--- config.mk ---
export PLATFORM = sky130hd
export DESIGN_NAME = rh_port_ctl
export DESIGN_NICKNAME = d
export VERILOG_FILES = /design/src/rtl/rh_port_pkg.sv /design/src/rtl/rh_cmd_decode.sv /design/src/rtl/rh_reset_timer.sv /design/src/rtl/rh_change_flags.sv /design/src/rtl/rh_port_ctl.sv
export SDC_FILE = /design/constraint.sdc
export NUM_CORES = 1
export LEC_CHECK = 0
export BUFFER_PORTS_ARGS = -buffer_cell sky130_fd_sc_hd__buf_2
export CORE_AREA = 2 2 56 58
export DETAILED_ROUTE_END_ITERATION = 16
export DIE_AREA = 0 0 58 60
export PLACE_DENSITY = 0.69
export SYNTH_ARGS = -nofsm -noshare
export SYNTH_HDL_FRONTEND = slang
export SYNTH_SLANG_ARGS = --single-unit
export TNS_END_PERCENT = 1
--- constraint.sdc ---
create_clock -name clk -period 1.3 [get_ports clk]
set_clock_uncertainty 0.1 [all_clocks]
set_input_delay 0.26 -clock clk [delete_from_list [all_inputs] [get_ports clk]]
set_output_delay 0.26 -clock clk [all_outputs]
set_load 0.01 [all_outputs]
--- src/rtl/rh_port_pkg.sv ---
package rh_port_pkg;

    localparam int REG_W     = 32;
    localparam int NUM_CHG   = 5;
    localparam int CHG_BASE  = 16;

    // read-side bit positions (decoded by the hub driver)
    localparam int RB_CONN = 0;
    localparam int RB_EN   = 1;
    localparam int RB_SUSP = 2;
    localparam int RB_OC   = 3;
    localparam int RB_RST  = 4;
    localparam int RB_PWR  = 8;
    localparam int RB_LS   = 9;

    // write-side command bit positions
    localparam int WB_CLR_EN   = 0;
    localparam int WB_SET_EN   = 1;
    localparam int WB_SET_SUSP = 2;
    localparam int WB_START_RS = 4;
    localparam int WB_PWR_ON   = 8;
    localparam int WB_PWR_OFF  = 9;

    typedef enum logic [2:0] {
        CHG_CONN = 3'd0,
        CHG_EN   = 3'd1,
        CHG_SUSP = 3'd2,
        CHG_OC   = 3'd3,
        CHG_RST  = 3'd4
    } chg_idx_e;

    typedef struct packed {
        logic ls;
        logic pwr;
        logic oc;
        logic susp;
        logic en;
        logic conn;
    } port_core_t;

    typedef struct packed {
        logic               clr_en;
        logic               set_en;
        logic               set_susp;
        logic               start_rst;
        logic               pwr_on;
        logic               pwr_off;
        logic [NUM_CHG-1:0] chg_clr;
    } port_cmd_t;

    function automatic logic [REG_W-1:0] pack_status(
        input port_core_t         c,
        input logic               rst_active,
        input logic [NUM_CHG-1:0] chg
    );
        logic [REG_W-1:0] v;
        v          = '0;
        v[RB_CONN] = c.conn;
        v[RB_EN]   = c.en;
        v[RB_SUSP] = c.susp;
        v[RB_OC]   = c.oc;
        v[RB_RST]  = rst_active;
        v[RB_PWR]  = c.pwr;
        v[RB_LS]   = c.ls;
        v[CHG_BASE +: NUM_CHG] = chg;
        return v;
    endfunction

endpackage

--- src/rtl/rh_cmd_decode.sv ---
module rh_cmd_decode
    import rh_port_pkg::*;
(
    input  logic             wr_en,
    input  logic [REG_W-1:0] wr_data,
    output port_cmd_t        cmd
);
    always_comb begin
        cmd           = '0;
        if (wr_en) begin
            cmd.clr_en    = wr_data[WB_CLR_EN];
            cmd.set_en    = wr_data[WB_SET_EN];
            cmd.set_susp  = wr_data[WB_SET_SUSP];
            cmd.start_rst = wr_data[WB_START_RS];
            cmd.pwr_on    = wr_data[WB_PWR_ON];
            cmd.pwr_off   = wr_data[WB_PWR_OFF];
            cmd.chg_clr   = wr_data[CHG_BASE +: NUM_CHG];
        end
    end
endmodule

--- src/rtl/rh_reset_timer.sv ---
module rh_reset_timer #(
    parameter int RESET_TICKS = 10
) (
    input  logic clk,
    input  logic rst,
    input  logic start,
    input  logic abort,
    input  logic ms_tick,
    output logic active,
    output logic done
);
    localparam int CNT_W = $clog2(RESET_TICKS + 1);
    localparam logic [CNT_W-1:0] LAST = CNT_W'(RESET_TICKS - 1);

    logic [CNT_W-1:0] cnt_q;

    assign done = active && ms_tick && (cnt_q == LAST) && !abort;

    always_ff @(posedge clk) begin
        if (rst || abort) begin
            active <= 1'b0;
            cnt_q  <= '0;
        end else if (active) begin
            if (ms_tick) begin
                if (cnt_q == LAST) begin
                    active <= 1'b0;
                    cnt_q  <= '0;
                end else begin
                    cnt_q <= cnt_q + 1'b1;
                end
            end
        end else if (start) begin
            active <= 1'b1;
            cnt_q  <= '0;
        end
    end
endmodule

--- src/rtl/rh_change_flags.sv ---
module rh_change_flags #(
    parameter int N = 5
) (
    input  logic         clk,
    input  logic         rst,
    input  logic [N-1:0] set,
    input  logic [N-1:0] clr,
    output logic [N-1:0] flags,
    output logic         any
);
    genvar i;
    generate
        for (i = 0; i < N; i++) begin : g_flag
            always_ff @(posedge clk) begin
                if (rst)
                    flags[i] <= 1'b0;
                else if (set[i])
                    flags[i] <= 1'b1;
                else if (clr[i])
                    flags[i] <= 1'b0;
            end
        end
    endgenerate

    assign any = |flags;
endmodule

--- src/rtl/rh_port_ctl.sv ---
module rh_port_ctl
    import rh_port_pkg::*;
#(
    parameter int RESET_TICKS = 10
) (
    input  logic             clk,
    input  logic             rst,
    input  logic             wr_en,
    input  logic [REG_W-1:0] wr_data,
    output logic [REG_W-1:0] rd_data,
    input  logic             ev_connect,
    input  logic             ev_disconnect,
    input  logic             ev_lowspeed,
    input  logic             oc_level,
    input  logic             ev_resume_done,
    input  logic             ms_tick,
    output logic             port_reset_o,
    output logic             port_enable_o,
    output logic             status_change_o
);
    port_cmd_t          cmd;
    port_core_t         core_q, core_d;
    logic [NUM_CHG-1:0] chg_set, chg_q;
    logic               rs_active, rs_done, rs_start;

    rh_cmd_decode u_dec (
        .wr_en   (wr_en),
        .wr_data (wr_data),
        .cmd     (cmd)
    );

    assign rs_start = cmd.start_rst && core_q.conn && !rs_active;

    rh_reset_timer #(.RESET_TICKS(RESET_TICKS)) u_tmr (
        .clk     (clk),
        .rst     (rst),
        .start   (rs_start),
        .abort   (ev_disconnect),
        .ms_tick (ms_tick),
        .active  (rs_active),
        .done    (rs_done)
    );

    always_comb begin
        core_d  = core_q;
        chg_set = '0;

        // software commands
        if (cmd.clr_en) begin
            core_d.en   = 1'b0;
            core_d.susp = 1'b0;
        end
        if (cmd.set_en && core_q.conn)
            core_d.en = 1'b1;
        if (cmd.set_susp && core_q.en)
            core_d.susp = 1'b1;
        if (cmd.pwr_on)
            core_d.pwr = 1'b1;
        if (cmd.pwr_off)
            core_d.pwr = 1'b0;

        // end of timed port reset
        if (rs_done) begin
            core_d.en        = 1'b1;
            chg_set[CHG_RST] = 1'b1;
        end

        // resume finished
        if (ev_resume_done && core_q.susp) begin
            core_d.susp       = 1'b0;
            chg_set[CHG_SUSP] = 1'b1;
        end

        // over-current level tracking
        core_d.oc = oc_level;
        if (oc_level != core_q.oc)
            chg_set[CHG_OC] = 1'b1;
        if (oc_level && !core_q.oc) begin
            if (core_q.en)
                chg_set[CHG_EN] = 1'b1;
            core_d.en   = 1'b0;
            core_d.susp = 1'b0;
        end

        // attach
        if (ev_connect) begin
            core_d.conn       = 1'b1;
            core_d.ls         = ev_lowspeed;
            chg_set[CHG_CONN] = 1'b1;
        end

        // detach has the last word
        if (ev_disconnect) begin
            if (core_q.en)
                chg_set[CHG_EN] = 1'b1;
            core_d.conn       = 1'b0;
            core_d.en         = 1'b0;
            core_d.susp       = 1'b0;
            core_d.ls         = 1'b0;
            chg_set[CHG_CONN] = 1'b1;
        end
    end

    always_ff @(posedge clk) begin
        if (rst)
            core_q <= '0;
        else
            core_q <= core_d;
    end

    rh_change_flags #(.N(NUM_CHG)) u_chg (
        .clk   (clk),
        .rst   (rst),
        .set   (chg_set),
        .clr   (cmd.chg_clr),
        .flags (chg_q),
        .any   (status_change_o)
    );

    assign rd_data       = pack_status(core_q, rs_active, chg_q);
    assign port_reset_o  = rs_active;
    assign port_enable_o = core_q.en;

endmodule

Yosys cells after proc, flatten, opt, wreduce, memory -nomap -nowiden --
Cells that the tools add are included.
Operators by class: $add $sub $neg 1, equality and inequality tests 3, muxes and demuxes 31, reduce and logical (&&, ||, !) cells 27
Operators by type and width (number):
- $mux W1 | 24
- $mux W4 | 4
- $reduce_bool A2 Y1 | 7
- $mux W11 | 1
- $logic_and A1 B1 Y1 | 9
- $reduce_or A5 Y1 | 1
- $add A4 B1 Y4 const B | 1
- $eq A4 B4 Y1 const B | 1
- $mux W2 | 2
- $reduce_or A2 Y1 | 2
- $reduce_or A4 Y1 | 1
- $logic_not A1 Y1 | 3
- $reduce_bool A3 Y1 | 1
- $reduce_or A3 Y1 | 1
- $ne A2 B2 Y1 const B | 1
- $reduce_and A2 Y1 | 1
- $logic_or A1 B1 Y1 | 1
- $ne A1 B1 Y1 | 1
Storage, ports and cells: register bits 16, bits of input ports 41, output and inout bits 35, word-level logic and storage cells 75

Longest topological paths before layout --
depth in word-level cells 6, gate-level depth with buffers 5, depth with buffers taken out 4

By module --
Synthesis repeated with hierarchy kept, for this count alone.
Second synthesis, totals: cell total of the unflattened synthesis 118, area, all modules 967.2 µm²
Modules (own cells, without submodules):
- rh_port_ctl | times used 1, cells an instance 52, area each 429.2 µm², sequential area each 120.1 µm²
- rh_reset_timer | times used 1, cells an instance 31, area each 270.3 µm², sequential area each 100.1 µm²
- rh_change_flags | times used 1, cells an instance 23, area each 187.7 µm², sequential area each 100.1 µm²
- rh_cmd_decode | times used 1, cells an instance 12, area each 80.1 µm², sequential area each 0.0 µm²

Worst setup path after synthesis --
No wires, ideal clock.
kind reg2reg, from reg u_tmr.active, to reg u_chg.flags[4], setup time 0.062 ns, data arrival time 1.139 ns, data required time 1.138 ns, setup slack -0.001 ns, cell stages (with the launch flop) 6, path buffers 1, period minus slack after synthesis 1.301 ns, cell sequence dfxtp_1 > buf_4 > nand3_1 > or3_4 > a2bb2oi_2 > nor2_2
Between the ends: word-level cells in the longest chain between the ends 5, elaborated cells on any way between the ends 6, those cells by class mux (2); reduce/logical (4)
RTL lines:
- start: declaration | line rh_reset_timer.sv:9 | output logic active,
- start signal: assignment | line rh_reset_timer.sv:21 | active <= 1'b0;
- start signal: assignment | line rh_reset_timer.sv:26 | active <= 1'b0;
- start signal: assignment | line rh_reset_timer.sv:33 | active <= 1'b1;
- $logic_and A1 B1 Y1 (*) (3 in a row) | line rh_reset_timer.sv:17 | assign done = active && ms_tick && (cnt_q == LAST) && !abort;
- $mux W1 (*) | line rh_port_ctl.sv:63 | if (rs_done) begin
- $mux W1 / $reduce_bool A2 Y1 (equally long branches)
- end signal: indexed assignment | line rh_change_flags.sv:16 | flags[i] <= 1'b0;
- end signal: indexed assignment | line rh_change_flags.sv:18 | flags[i] <= 1'b1;
- end signal: indexed assignment | line rh_change_flags.sv:20 | flags[i] <= 1'b0;
- end: declaration | line rh_change_flags.sv:8 | output logic [N-1:0] flags,
Mark *: on every way between the ends. The rest lies on a longest branch, timed or not. A chain may end at the register's enable or synchronous reset.

Worst setup path after layout --
from reg u_chg.flags[1], to out status_change_o
Between the ends: word-level cells in the longest chain between the ends 1
RTL lines:
- $reduce_or A5 Y1 | line rh_change_flags.sv:25 | assign any = |flags;
- end: declaration | line rh_port_ctl.sv:19 | output logic status_change_o
Every way passes these cells.

==> flow_summary.yaml <==
status:
  status: "complete, but fails checks"
  violations: "setup timing"
cts:
  cts_hold_buf: 0
  cts_buffer_depth: 2
  tritoncts: "done"
  h-tree-depth: 1
  cts_sinks: 16
  clk_latency_ps: 290
  cts_made_buffers: 3
  clk_pin_slew_worst_paths_ps: 90
  root_buffer: "clkbuf_4"
routing:
  dr.pass1.iters: 4
  viasPerCell: 4.38
  drc_errors: 0
  drt_iter0_markers: 12
  antenna_left: 0
  routedWlPerCell_um: 10.7
  wl_um: 1910
  vias: 780
setup_path:
  r2r_end: "u_chg.flags[4]"
  timing.rr.start: "u_tmr.cnt_q[2]"
  cpLargestDelayFamily: "flip-flops"
  max_stage_delay_ps: 330
  cp_max_fo: 2
  ff2ff_path_depth: 4
  cp_slowest_cell: "dfxtp_2"
  path_buf_inv: 1
  cp_data_required_time_ps: 940
  cp-end-kind: "primary output"
  cp-start-kind: "register"
  worstPathCellList: "nor3_2, nand2_1, buf_2"
  critPathKind: "register to primary output"
  r2r_slack_ps: 50
  crit_arrival_ps: 950
run:
  maxCapViolCount: 0
hold_path:
  min_path_cells: 2
  holdCritPathClass: "input pin to register"
  min_to: "rd_data[8]"
  hp-start: "wr_data[9]"
die:
  coreArea_um2: 2900
  initial_core_util_pct: 30.9
  die_y_um: 60
  dieArea_um2: 3480
  io_pins: 76
  dieWidth_um: 58
  rows: 20
global_routing:
  grt_pass1_vias: 650
  grt-ovfl-total: 0
  grt_max_degree: 10
  antenna_found_initial: 0
  grt_pass1_wl_um: 2900
  grtUsageTotal_pct: 10.6
logic_synthesis:
  syn-mean-instance-area_um2: 8.56
  synth_area_leader_cell: "dfxtp_1"
  ys_ff_latch: 16
  synthCells: 105
  ys_seq_area_share_pct: 35.7
  synth_top_cells_by_area: "dfxtp_1, buf_4, nand2_1, a21oi_1, nor2_1"
  synth_cell_types: 33
  synth_top_area_share_pct: 35.7
  synth_warnings: 0
  syn_area_um2: 898
place:
  place_congestion: 0.753
  dpl_cell_area_um2: 1040
  port_buffers: 34
  hpwl_um: 1480
final_layout:
  drive_above_1_share_pct: 42.1
  nets: 188
  final_cell_area_um2: 1130
  layout_commonest_cell: "buf_2"
  fillCellCount: 313
  antenna_cells: 0
  layout_common_cells: "buf_2, conb_1, nand2_1, dfxtp_1"
  post-route-util_pct: 38.8
  syn_to_final_growth_pct: 25.3
pwr:
  ir_drop_v: 0.000671
  power.density_nw_per_um2: 876
  leakage_uw: 0.000535
sta:
  fin_crit_sh_pct: 101
  drv_slew: 0
  fin_ws_ps: -10.7
  max_freq_mhz: 763
  grt_setup_unrepaired: "yes"
  hold_viol: 0
  finalSetupViolCount: 1
  finalCriticalPeriod_ps: 1310
[registers in the layout (all words and copies together), names as in the netlist]
name / count
port_enable_o: 1
u_tmr.active: 1
rd_data: 5
u_tmr.cnt_q: 4
u_chg.flags: 5
[kinds of logic after synthesis]
kind of cell / share of synthesized area, %
other cells: 0.417
compound gates: 18.5
simple gates: 20.9
flops: 35.7
buf+inv: 22.0
mux: 1.11
fa+ha+maj: 1.39
[worst max-delay path by stage]
stage                     slack (ps)      startpoint         endpoint  cells after the start
after detailed placement          60  u_tmr.cnt_q[2]     u_tmr.active                      3
after global routing             -90  u_chg.flags[1]  status_change_o                      3
after global placement            60  u_tmr.cnt_q[2]     u_tmr.active                      3
after CTS                        -30  u_chg.flags[1]  status_change_o                      3
after floorplan                   50    u_tmr.active   u_chg.flags[4]                      5
final                            -10  u_chg.flags[1]  status_change_o                      3
[where the power goes]
part	switching [µW]	internal (µW)
Combinational	86.9	58.9
Sequential	8.44	501
Clock	161	171
[final cells by class]
type / count / area, µm² / share of cell area, %
clock buffer: 4 / 36.3 / 3.22
tap: 33 / 41.3 / 3.67
timing repair buffer: 43 / 254 / 22.6
multi-input combinational: 80 / 457 / 40.6
sequential: 16 / 330 / 29.3
inverter: 2 / 7.51 / 0.667
[stage by stage]
stage / hold slack [ps] / setup TNS [ps] / total power [µW] / std cells / setup WS (ps)
floorplan: 227 / 0 / 638 / 124 / 49.2
global placement: 348 / 0 / 663 / 172 / 64.0
detailed placement: 349 / 0 / 664 / 172 / 60.4
CTS: 36.7 / -29.6 / 996 / 178 / -29.6
global route: 29.6 / -96.3 / 1030 / 178 / -87.2
finish: 46.0 / -10.7 / 987 / 178 / -10.7
[synthesized netlist by cell type]
cell and instances:
buf_4 24, dfxtp_1 16, nand2_1 14, nor2_1 8, a21oi_1 6, nand3_1 3
o21ai_0 3, a211oi_1 2, a32oi_1 2, buf_2 2, inv_1 2, nor2b_1 2
a2111oi_2 1, a211oi_2 1, a21boi_0 1, a22oi_1 1, a2bb2oi_2 1, a311oi_1 1
a31oi_1 1, a41oi_1 1, and4b_2 1, conb_1 1, ha_1 1, mux2i_1 1
nand2b_4 1, nand4b_1 1, nor2_2 1, nor3_1 1, nor3b_1 1, o21a_1 1
or2_1 1, or2b_1 1, or3_4 1
[per-layer routing]
metal / part of all wire [%] / routed length (µm) / global-route usage (%) / up-vias
met3: 4.7 / 89 / 2.81 / 2
met2: 50 / 949 / 17.0 / 23
met1: 45 / 860 / 14.3 / 353
met5: 0 / 0 / 0 / -
li1: - / - / - / 402
met4: 0.42 / 8 / 1.99 / 0
[timing repair]
item / CTS / global route
endpoints found under the hold margin: 0 / 0
pin swaps: 2 / 0
setup buffers: 2 / 0
setup endpoints to repair: 3 / 5
gates resized for setup: 7 / 3
Power figures use the tool's default switching activity.
